--- src/rtl/duty_div_pkg.sv ---
package duty_div_pkg;
  typedef enum logic {
    LVL_LOW  = 1'b0,
    LVL_HIGH = 1'b1
  } level_e;
endpackage

--- src/rtl/dd_sync_gate.sv ---
module dd_sync_gate #(
  parameter int OFS_W = 4
) (
  input  logic             clk_i,
  input  logic             rst_n_i,
  input  logic             sync_i,
  input  logic             ignore_i,
  input  logic [OFS_W-1:0] offset_i,
  output logic             restart_o,
  output logic             step_o
);
  logic [OFS_W-1:0] dly_q;

  assign restart_o = sync_i & ~ignore_i;
  assign step_o    = ~restart_o & (dly_q == '0);

  always_ff @(posedge clk_i or negedge rst_n_i) begin
    if (!rst_n_i) begin
      dly_q <= '0;
    end else if (restart_o) begin
      dly_q <= offset_i;
    end else if (dly_q != '0) begin
      dly_q <= dly_q - 1'b1;
    end
  end

  // offset delay is armed by every obeyed SYNC
  assert_restart_loads_offset_R6: assert property (@(posedge clk_i) disable iff (!rst_n_i)
    restart_o |=> dly_q == $past(offset_i));

  // an ignored SYNC never opens a delay window
  assert_ignored_sync_idle_R4: assert property (@(posedge clk_i) disable iff (!rst_n_i)
    (ignore_i && dly_q == '0) |=> dly_q == '0);
endmodule

--- src/rtl/dd_phase_ctr.sv ---
module dd_phase_ctr
  import duty_div_pkg::*;
#(
  parameter int CNT_W = 4
) (
  input  logic             clk_i,
  input  logic             rst_n_i,
  input  logic             restart_i,
  input  logic             step_i,
  input  logic             start_high_i,
  input  logic [CNT_W-1:0] low_cnt_i,
  input  logic [CNT_W-1:0] high_cnt_i,
  output logic             lvl_o
);
  level_e           lvl_q;
  logic [CNT_W-1:0] cnt_q;
  logic [CNT_W-1:0] lim_q;

  always_ff @(posedge clk_i or negedge rst_n_i) begin
    if (!rst_n_i) begin
      lvl_q <= LVL_LOW;
      cnt_q <= '0;
      lim_q <= '0;
    end else if (restart_i) begin
      lvl_q <= start_high_i ? LVL_HIGH : LVL_LOW;
      cnt_q <= '0;
      lim_q <= start_high_i ? high_cnt_i : low_cnt_i;
    end else if (step_i) begin
      if (cnt_q == lim_q) begin
        lvl_q <= (lvl_q == LVL_HIGH) ? LVL_LOW : LVL_HIGH;
        cnt_q <= '0;
        lim_q <= (lvl_q == LVL_HIGH) ? low_cnt_i : high_cnt_i;
      end else begin
        cnt_q <= cnt_q + 1'b1;
      end
    end
  end

  assign lvl_o = (lvl_q == LVL_HIGH);

  assert_cnt_bound_R1: assert property (@(posedge clk_i) disable iff (!rst_n_i)
    cnt_q <= lim_q);

  assert_boundary_toggles_R2: assert property (@(posedge clk_i) disable iff (!rst_n_i)
    (step_i && cnt_q == lim_q) |=> lvl_q != $past(lvl_q));

  assert_mid_phase_holds_R7: assert property (@(posedge clk_i) disable iff (!rst_n_i)
    (!restart_i && cnt_q != lim_q) |=> $stable(lvl_q));

  assert_restart_start_lvl_R5: assert property (@(posedge clk_i) disable iff (!rst_n_i)
    restart_i |=> lvl_o == $past(start_high_i));

  assert_delay_freezes_R6: assert property (@(posedge clk_i) disable iff (!rst_n_i)
    (!restart_i && !step_i) |=> ($stable(lvl_q) && $stable(cnt_q)));
endmodule

--- src/rtl/dd_out_sel.sv ---
module dd_out_sel (
  input  logic clk_i,
  input  logic bypass_i,
  input  logic ignore_i,
  input  logic force_en_i,
  input  logic force_lvl_i,
  input  logic div_lvl_i,
  output logic out_o
);
  logic force_act;

  assign force_act = force_en_i & ignore_i;

  always_comb begin
    if (bypass_i)       out_o = clk_i;
    else if (force_act) out_o = force_lvl_i;
    else                out_o = div_lvl_i;
  end
endmodule

--- src/rtl/duty_div_channel.sv ---
module duty_div_channel #(
  parameter int CNT_W = 4,
  parameter int OFS_W = 4
) (
  input  logic             clk_i,
  input  logic             rst_n_i,
  input  logic             sync_i,
  input  logic [CNT_W-1:0] low_cnt_i,
  input  logic [CNT_W-1:0] high_cnt_i,
  input  logic             bypass_i,
  input  logic             ignore_sync_i,
  input  logic             force_en_i,
  input  logic             force_lvl_i,
  input  logic             start_high_i,
  input  logic [OFS_W-1:0] phase_ofs_i,
  output logic             div_o
);
  logic restart;
  logic step;
  logic div_lvl;

  dd_sync_gate #(.OFS_W(OFS_W)) u_gate (
    .clk_i     (clk_i),
    .rst_n_i   (rst_n_i),
    .sync_i    (sync_i),
    .ignore_i  (ignore_sync_i),
    .offset_i  (phase_ofs_i),
    .restart_o (restart),
    .step_o    (step)
  );

  dd_phase_ctr #(.CNT_W(CNT_W)) u_phase (
    .clk_i        (clk_i),
    .rst_n_i      (rst_n_i),
    .restart_i    (restart),
    .step_i       (step),
    .start_high_i (start_high_i),
    .low_cnt_i    (low_cnt_i),
    .high_cnt_i   (high_cnt_i),
    .lvl_o        (div_lvl)
  );

  dd_out_sel u_out (
    .clk_i       (clk_i),
    .bypass_i    (bypass_i),
    .ignore_i    (ignore_sync_i),
    .force_en_i  (force_en_i),
    .force_lvl_i (force_lvl_i),
    .div_lvl_i   (div_lvl),
    .out_o       (div_o)
  );

  // an obeyed SYNC cannot coexist with a phase step in the same cycle
  assert_sync_blocks_step_R5: assert property (@(posedge clk_i) disable iff (!rst_n_i)
    (sync_i && !ignore_sync_i) |-> !step);
endmodule

--- config.mk ---
export PLATFORM = sky130hd
export DESIGN_NAME = duty_div_channel
export DESIGN_NICKNAME = d
export VERILOG_FILES = /design/src/rtl/duty_div_pkg.sv /design/src/rtl/dd_sync_gate.sv /design/src/rtl/dd_phase_ctr.sv /design/src/rtl/dd_out_sel.sv /design/src/rtl/duty_div_channel.sv
export SDC_FILE = /design/constraint.sdc
export NUM_CORES = 1
export LEC_CHECK = 0
export ABC_AREA = 1
export ABC_CLOCK_PERIOD_IN_PS = 1500
export CAP_MARGIN = 20
export CORE_MARGIN = 3
export CORE_UTILIZATION = 40
export DETAILED_ROUTE_END_ITERATION = 10
export PLACE_DENSITY = 0.63
export SYNTH_ARGS = -nofsm -noshare
export SYNTH_HDL_FRONTEND = slang
export SYNTH_SLANG_ARGS = --single-unit
--- constraint.sdc ---
create_clock -name clk_i -period 1.5 [get_ports clk_i]
set_input_delay 0.3 -clock clk_i [delete_from_list [all_inputs] [get_ports clk_i]]
set_output_delay 0.3 -clock clk_i [all_outputs]
set_load 0.05 [all_outputs]
==> results of run 1 <==
==> through the flow <==
| stage | hold slack [ns] | setup TNS, ns | total power [uW] | setup slack, ns | std cells |
|---|---|---|---|---|---|
| final | 0.211 | 0 | 1950 | 0.0257 | 189 |
| after global routing | 0.218 | -0.0288 | 2110 | -0.0288 | 189 |
| after CTS | 0.218 | -0.0295 | 1970 | -0.0295 | 189 |
| after detailed placement | 0.527 | -1.77 | 1630 | -0.683 | 183 |
| after global placement | 0.521 | -1.50 | 1600 | -0.667 | 183 |
| after floorplan | 0.00441 | 0 | 1390 | 0.144 | 134 |
==> repair_timing <==
item,CTS,global route
resized for setup,13,3
pin swaps,1,1
setup endpoints to repair,5,4
==> per-layer routing <==
metal  vias to the layer above  wire length, um  GRT usage, %
met2                        19              920          24.9
li1                        480                -             -
met5                         -                0             0
met3                         3               87          4.63
met1                       384              949          18.1
met4                         0               30          7.88
==> path summary, 6_finish.rpt <==
path | start | end | slack (ns) | depth (start not counted)
max | u_phase.lvl_o | div_o | 0.03 | 3
min | rst_n_i | u_phase.cnt_q[0] | 0.21 | 2
max reg2reg | u_gate.dly_q[1] | u_phase.cnt_q[2] | 0.18 | 8
min reg2reg | u_phase.lim_q[0] | u_phase.lim_q[0] | 0.55 | 2
max in group asynchronous | rst_n_i | u_phase.lvl_o | 1.11 | 2
min in group clk_i | phase_ofs_i[3] | u_gate.dly_q[3] | 0.45 | 3
==> area by class of cell <==
cell class / count / area (um^2)
fill: 214 / 832
multi-input combinational: 98 / 548
sequential: 13 / 325
timing repair buffer: 26 / 241
inverter: 18 / 67.6
clock buffer: 6 / 48.8
tap: 27 / 33.8
clock inverter: 1 / 5.00
==> power groups by stage <==
stage / Combinational, uW / Clock (uW) / Sequential [uW]
finish: 910 / 444 / 600
global route: 1020 / 477 / 619
CTS: 912 / 454 / 600
detailed placement: 913 / 120 / 602
global placement: 885 / 120 / 600
floorplan: 724 / 93.1 / 571
==> flip-flops by register name, summed over array words and instances, names as in the netlist <==
signal         cells
u_phase.lim_q      4
u_phase.cnt_q      4
u_phase.lvl_o      1
u_gate.dly_q       4
==> cells by family (layout without fill, tap and decap cells) <==
family | Yosys count | in the layout | share of synthesized area [%]
AOI/OAI and AO/OA | 20 | 20 | 12.6
xor gates and xnor gates | 3 | 3 | 2.79
adders and majority gates | 2 | 2 | 2.65
buffers and inverters | 23 | 51 | 10.9
DFF | 13 | 13 | 34.5
and+or+nand+nor | 73 | 73 | 36.6
==> cells in the final DEF, fill, tap and decap left out, drive strengths merged <==
cell type / synthesis / final
a21oi: 3 / 3
buf: 4 / 8
clkbuf: 1 / 5
clkdlybuf4s50: 0 / 15
clkinv: 0 / 1
dfrtp: 13 / 13
dlygate4sd2: 0 / 3
dlymetal6s2s: 0 / 1
ha: 2 / 2
inv: 18 / 18
nand2: 52 / 52
nand3: 14 / 14
nor2: 6 / 6
nor3: 1 / 1
o211ai: 5 / 5
o21ai: 11 / 11
o31ai: 1 / 1
xnor2: 2 / 2
xor2: 1 / 1
==> flow_summary.yaml, run 1 <==
clock_tree:
  cts_hold_buf: 0
  clk_pin_slew_ns: 0.09
  clock_latency_ns: 0.39
  cts_setup_buffers: 0
  tritoncts: "yes"
logic_synthesis:
  synth_edf_count: 0
  synth_top_area_share_pct: 34.5
  ys_warn_count: 0
  syn_area_per_cell_um2: 7.04
  synthesis.area_um2: 943
  synth-seq-area-share_pct: 34.5
  ys_ff_latch: 13
  synthTopCellsByArea: "dfrtp_1 34%, nand2_1 18%, nand3_1 6.9%"
  synth_cell_types: 24
  async_flop_share_pct: 100
  syn_nets: 156
  synth_most_common_cell: "nand2_1"
  syn_inst: 134
  synthTopCellsByCount: "46 x nand2_1, 13 x dfrtp_1, 13 x nand3_1"
  yosys.area.top_type: "dfrtp_1"
  ys.flop_type: "dfrtp_1"
pwr:
  switchingPower_uw: 870
  comb_power_share_pct: 46.6
  internal_power_uw: 1080
  power_density_nw_per_um2: 1540
  p_clk_share_pct: 22.7
  power_leakage_uw: 0.000627
  pwr-share-seq_pct: 30.7
  switching_share_pct: 44.6
  vdd.ir_drop.worst_v: 0.00103
worst_setup_path:
  worst-path-buf-inv: 1
  crit_type: "reg2out"
  cp-end-kind: "output port"
  startpoint_type: "flip-flop"
  cp_top_family: "flip-flops"
  cp_cell_sequence: "a21oi_2, o31ai_4, buf_6"
  slowest_delay_ns: 0.38
  crit_fanout: 2
  critPathArrivalTime_ns: 1.17
  worstPathRequired_ns: 1.20
  crit_slowest_cell: "dfrtp_1"
sta:
  finalClockSkew_ns: 0.0143
  setup_viol: 0
  finalCritPeriodShare_pct: 98.3
  relSlewSlack_pct: 82.4
  rsz0062_at_grt: "true"
  hold_viol: 0
  slew_violations: 0
  worst_pin_slew_ns: 0.263
  fmax_mhz: 678
  fin_crit_ns: 1.47
grt:
  grt_max_degree: 14
  antenna_found_initial: 0
  globalRouteOverflowTotal: 0
  grt_usage_pct: 15.3
  grt_pass1_vias: 813
  grt_pass1_wl_mm: 3.25
die:
  die_width_um: 54.6
  start_util_pct: 44.9
  io_pins: 21
  rows: 16
  core_area_um2: 2100
  fp.dieArea_um2: 2980
  die_h_um: 54.6
cells_and_area:
  area_growth_pct: 34.6
  postLayoutCellArea_um2: 1270
  drive_gt1_share_pct: 21.6
  antennaDiodeCount: 0
  nets: 185
  utilization_pct: 60.4
routing:
  ant_nets: 0
  drc: 0
  routed_wl_mm: 1.99
  wire_per_inst_um: 10.5
  dr.pass1.iters: 4
  drt_iter0_drc: 16
  viasPerCell: 4.69
  vias: 886
placed_design:
  place_area_um2: 1210
  io_buffers: 20
  gp_congestion: 0.776
  dpl.hpwl_mm: 1.59
hold_path:
  min_path_type: "in2async"
status:
  status: "finished clean"
flow_run:
  maxCapViolations: 0
(Power assumes the default switching activity.)
==> run 2, diff against run 1 <==
--- a/config.mk
+++ b/config.mk
@@ -8,10 +8,10 @@
 export ABC_AREA = 1
 export ABC_CLOCK_PERIOD_IN_PS = 1500
 export CAP_MARGIN = 20
-export CORE_MARGIN = 3
-export CORE_UTILIZATION = 40
+export CORE_MARGIN = 2
+export CORE_UTILIZATION = 32
 export DETAILED_ROUTE_END_ITERATION = 10
-export PLACE_DENSITY = 0.63
+export PLACE_DENSITY = 0.52
 export SYNTH_ARGS = -nofsm -noshare
 export SYNTH_HDL_FRONTEND = slang
 export SYNTH_SLANG_ARGS = --single-unit
==> run 2 against run 1 <==
  * The run now ends with negative setup slack left
  * Combinational power barely moved
  * Register-to-register slack hardly changed
  * Sequential share of layout area grew 0.10 points
  * Flip-flop and latch count stayed put
  * First-iteration DRC count is the same
  * Final area shrank 0.39%
  * Die area up 14%
  * Power down 0.44%
  * Maximum frequency is 1.8% lower
  * Critical path depth unchanged
  * Global-route usage is 0.84 points lower
  * Setup slack lost 0.027 ns
  * Critical path type unchanged
  * Critical endpoint unchanged
==> flow_summary.yaml, run 2 (synthesized netlist as in run 1, its figures left out) <==
worst_setup_path:
  crit_type: "reg2out"
  critPathArrivalTime_ns: 1.20
  crit_fanout: 2
  cp-end-kind: "output port"
  worstPathRequired_ns: 1.20
  startpoint_type: "flip-flop"
routing:
  ant_nets: 0
  drc: 0
  wire_per_inst_um: 10.7
  viasPerCell: 4.79
  vias: 924
  dr.pass1.iters: 4
  drt_iter0_drc: 16
  routed_wl_mm: 2.07
grt:
  grt_max_degree: 14
  grt_pass1_vias: 849
  grt_pass1_wl_mm: 3.59
  antenna_found_initial: 0
  grt_usage_pct: 14.5
  globalRouteOverflowTotal: 0
cells_and_area:
  antennaDiodeCount: 0
  final_common_cell: "nand2_1"
  area_growth_pct: 34.1
  drive_gt1_share_pct: 21.0
  utilization_pct: 45.5
  final_cell_mix: "45 x nand2_1, 15 x clkdlybuf4s50_1, 13 x nand3_1, 13 x dfrtp_1, 12 x inv_1"
  nets: 185
  top_regs: "u_gate.dly_q (4), u_phase.cnt_q (4), u_phase.lim_q (4)"
sta:
  slew_violations: 0
  finalCritPeriodShare_pct: 100
  setup_viol: 2
  fin_crit_ns: 1.50
  layout_setup_ws_ns: -0.000965
  worst_pin_slew_ns: 0.273
  fmax_mhz: 666
  hold_viol: 0
  worst_hold_slack_ns: 0.206
  relSlewSlack_pct: 81.7
  rsz0062_at_grt: "true"
  finalSetupTns_ns: -0.000965
  finalClockSkew_ns: 0.00277
pwr:
  comb_power_share_pct: 46.9
  total_power_uw: 1940
  p_clk_share_pct: 22.1
  internal_power_uw: 1090
  switching_share_pct: 44.2
  vdd.ir_drop.worst_v: 0.000939
  switchingPower_uw: 859
  power_leakage_uw: 0.000612
  pwr-share-seq_pct: 31.0
  power_density_nw_per_um2: 1540
placed_design:
  pre_cts_slack_ns: -0.698
  dpl.hpwl_mm: 1.65
  gp_congestion: 0.765
  io_buffers: 20
die:
  core_area_um2: 2780
  die_width_um: 58.3
  start_util_pct: 33.9
  io_pins: 21
  die_h_um: 58.3
  rows: 19
  fp.dieArea_um2: 3400
flow_run:
  maxCapViolations: 0
clock_tree:
  clock_latency_ns: 0.39
  cts_hold_buf: 0
  tritoncts: "yes"
  clk_pin_slew_ns: 0.08
hold_path:
  min_path_type: "in2async"
status:
  violations: "negative setup slack"
  status: "finished with violations"
## run 2: worst max-delay path: stages (launching register included)
cell and delay [ns]:
dfrtp_1 0.39, a21oi_2 0.06, o31ai_4 0.18, buf_6 0.19
## run 2: worst paths after layout
kind	slack [ns]	start	depth (start not counted)	to
hold reg to reg	0.54	u_phase.lim_q[1]	2	u_phase.lim_q[1]
min in group clk_i	0.45	phase_ofs_i[3]	3	u_gate.dly_q[3]
setup / recovery	-0.001	u_phase.lvl_o	3	div_o
setup reg to reg	0.18	u_gate.dly_q[0]	8	u_phase.cnt_q[2]
hold / removal	0.21	rst_n_i	2	u_phase.lim_q[0]
max in group asynchronous	1.13	rst_n_i	2	u_phase.cnt_q[1]
## run 2: cell type report
cell class	count	area [um^2]
inverters	18	67.6
multi-input cells	98	543
clock buffers	7	52.6
well taps	31	38.8
fillers	297	1520
flip-flops and latches	13	325
repair buffers	26	238
## run 2: power groups by stage
stage               clock network [uW]  registers, uW  logic (uW)
floorplan                         93.1            571         724
global placement                   120            602         880
detailed placement                 120            606         902
CTS                                444            601         920
global route                       472            628        1040
finish                             430            603         912
## run 2: metrics by stage
step | cell area, um^2 | std cells
3_3_place_gp | 1210 | 186
4_1_cts | 1260 | 193
3_5_place_dp | 1210 | 186
5_1_grt | 1260 | 193
6_report | 1260 | 193
2_1_floorplan | 957 | 134
## run 2: timing repair
action	4_1_cts	5_1_grt
endpoints found under the hold margin	0	0
gates resized for setup	14	1
endpoints found under the setup margin	5	5
buffers inserted	1	0
pin swaps	2	1
## run 2: layer usage
| metal | part of all wire (%) | track usage, % | vias to the layer above |
|---|---|---|---|
| met2 | 46 | 20.9 | 21 |
| li1 | - | - | 482 |
| met5 | 0 | 0 | - |
| met1 | 47 | 18.3 | 414 |
| met4 | 2.3 | 8.97 | 0 |
| met3 | 4.7 | 5.27 | 7 |
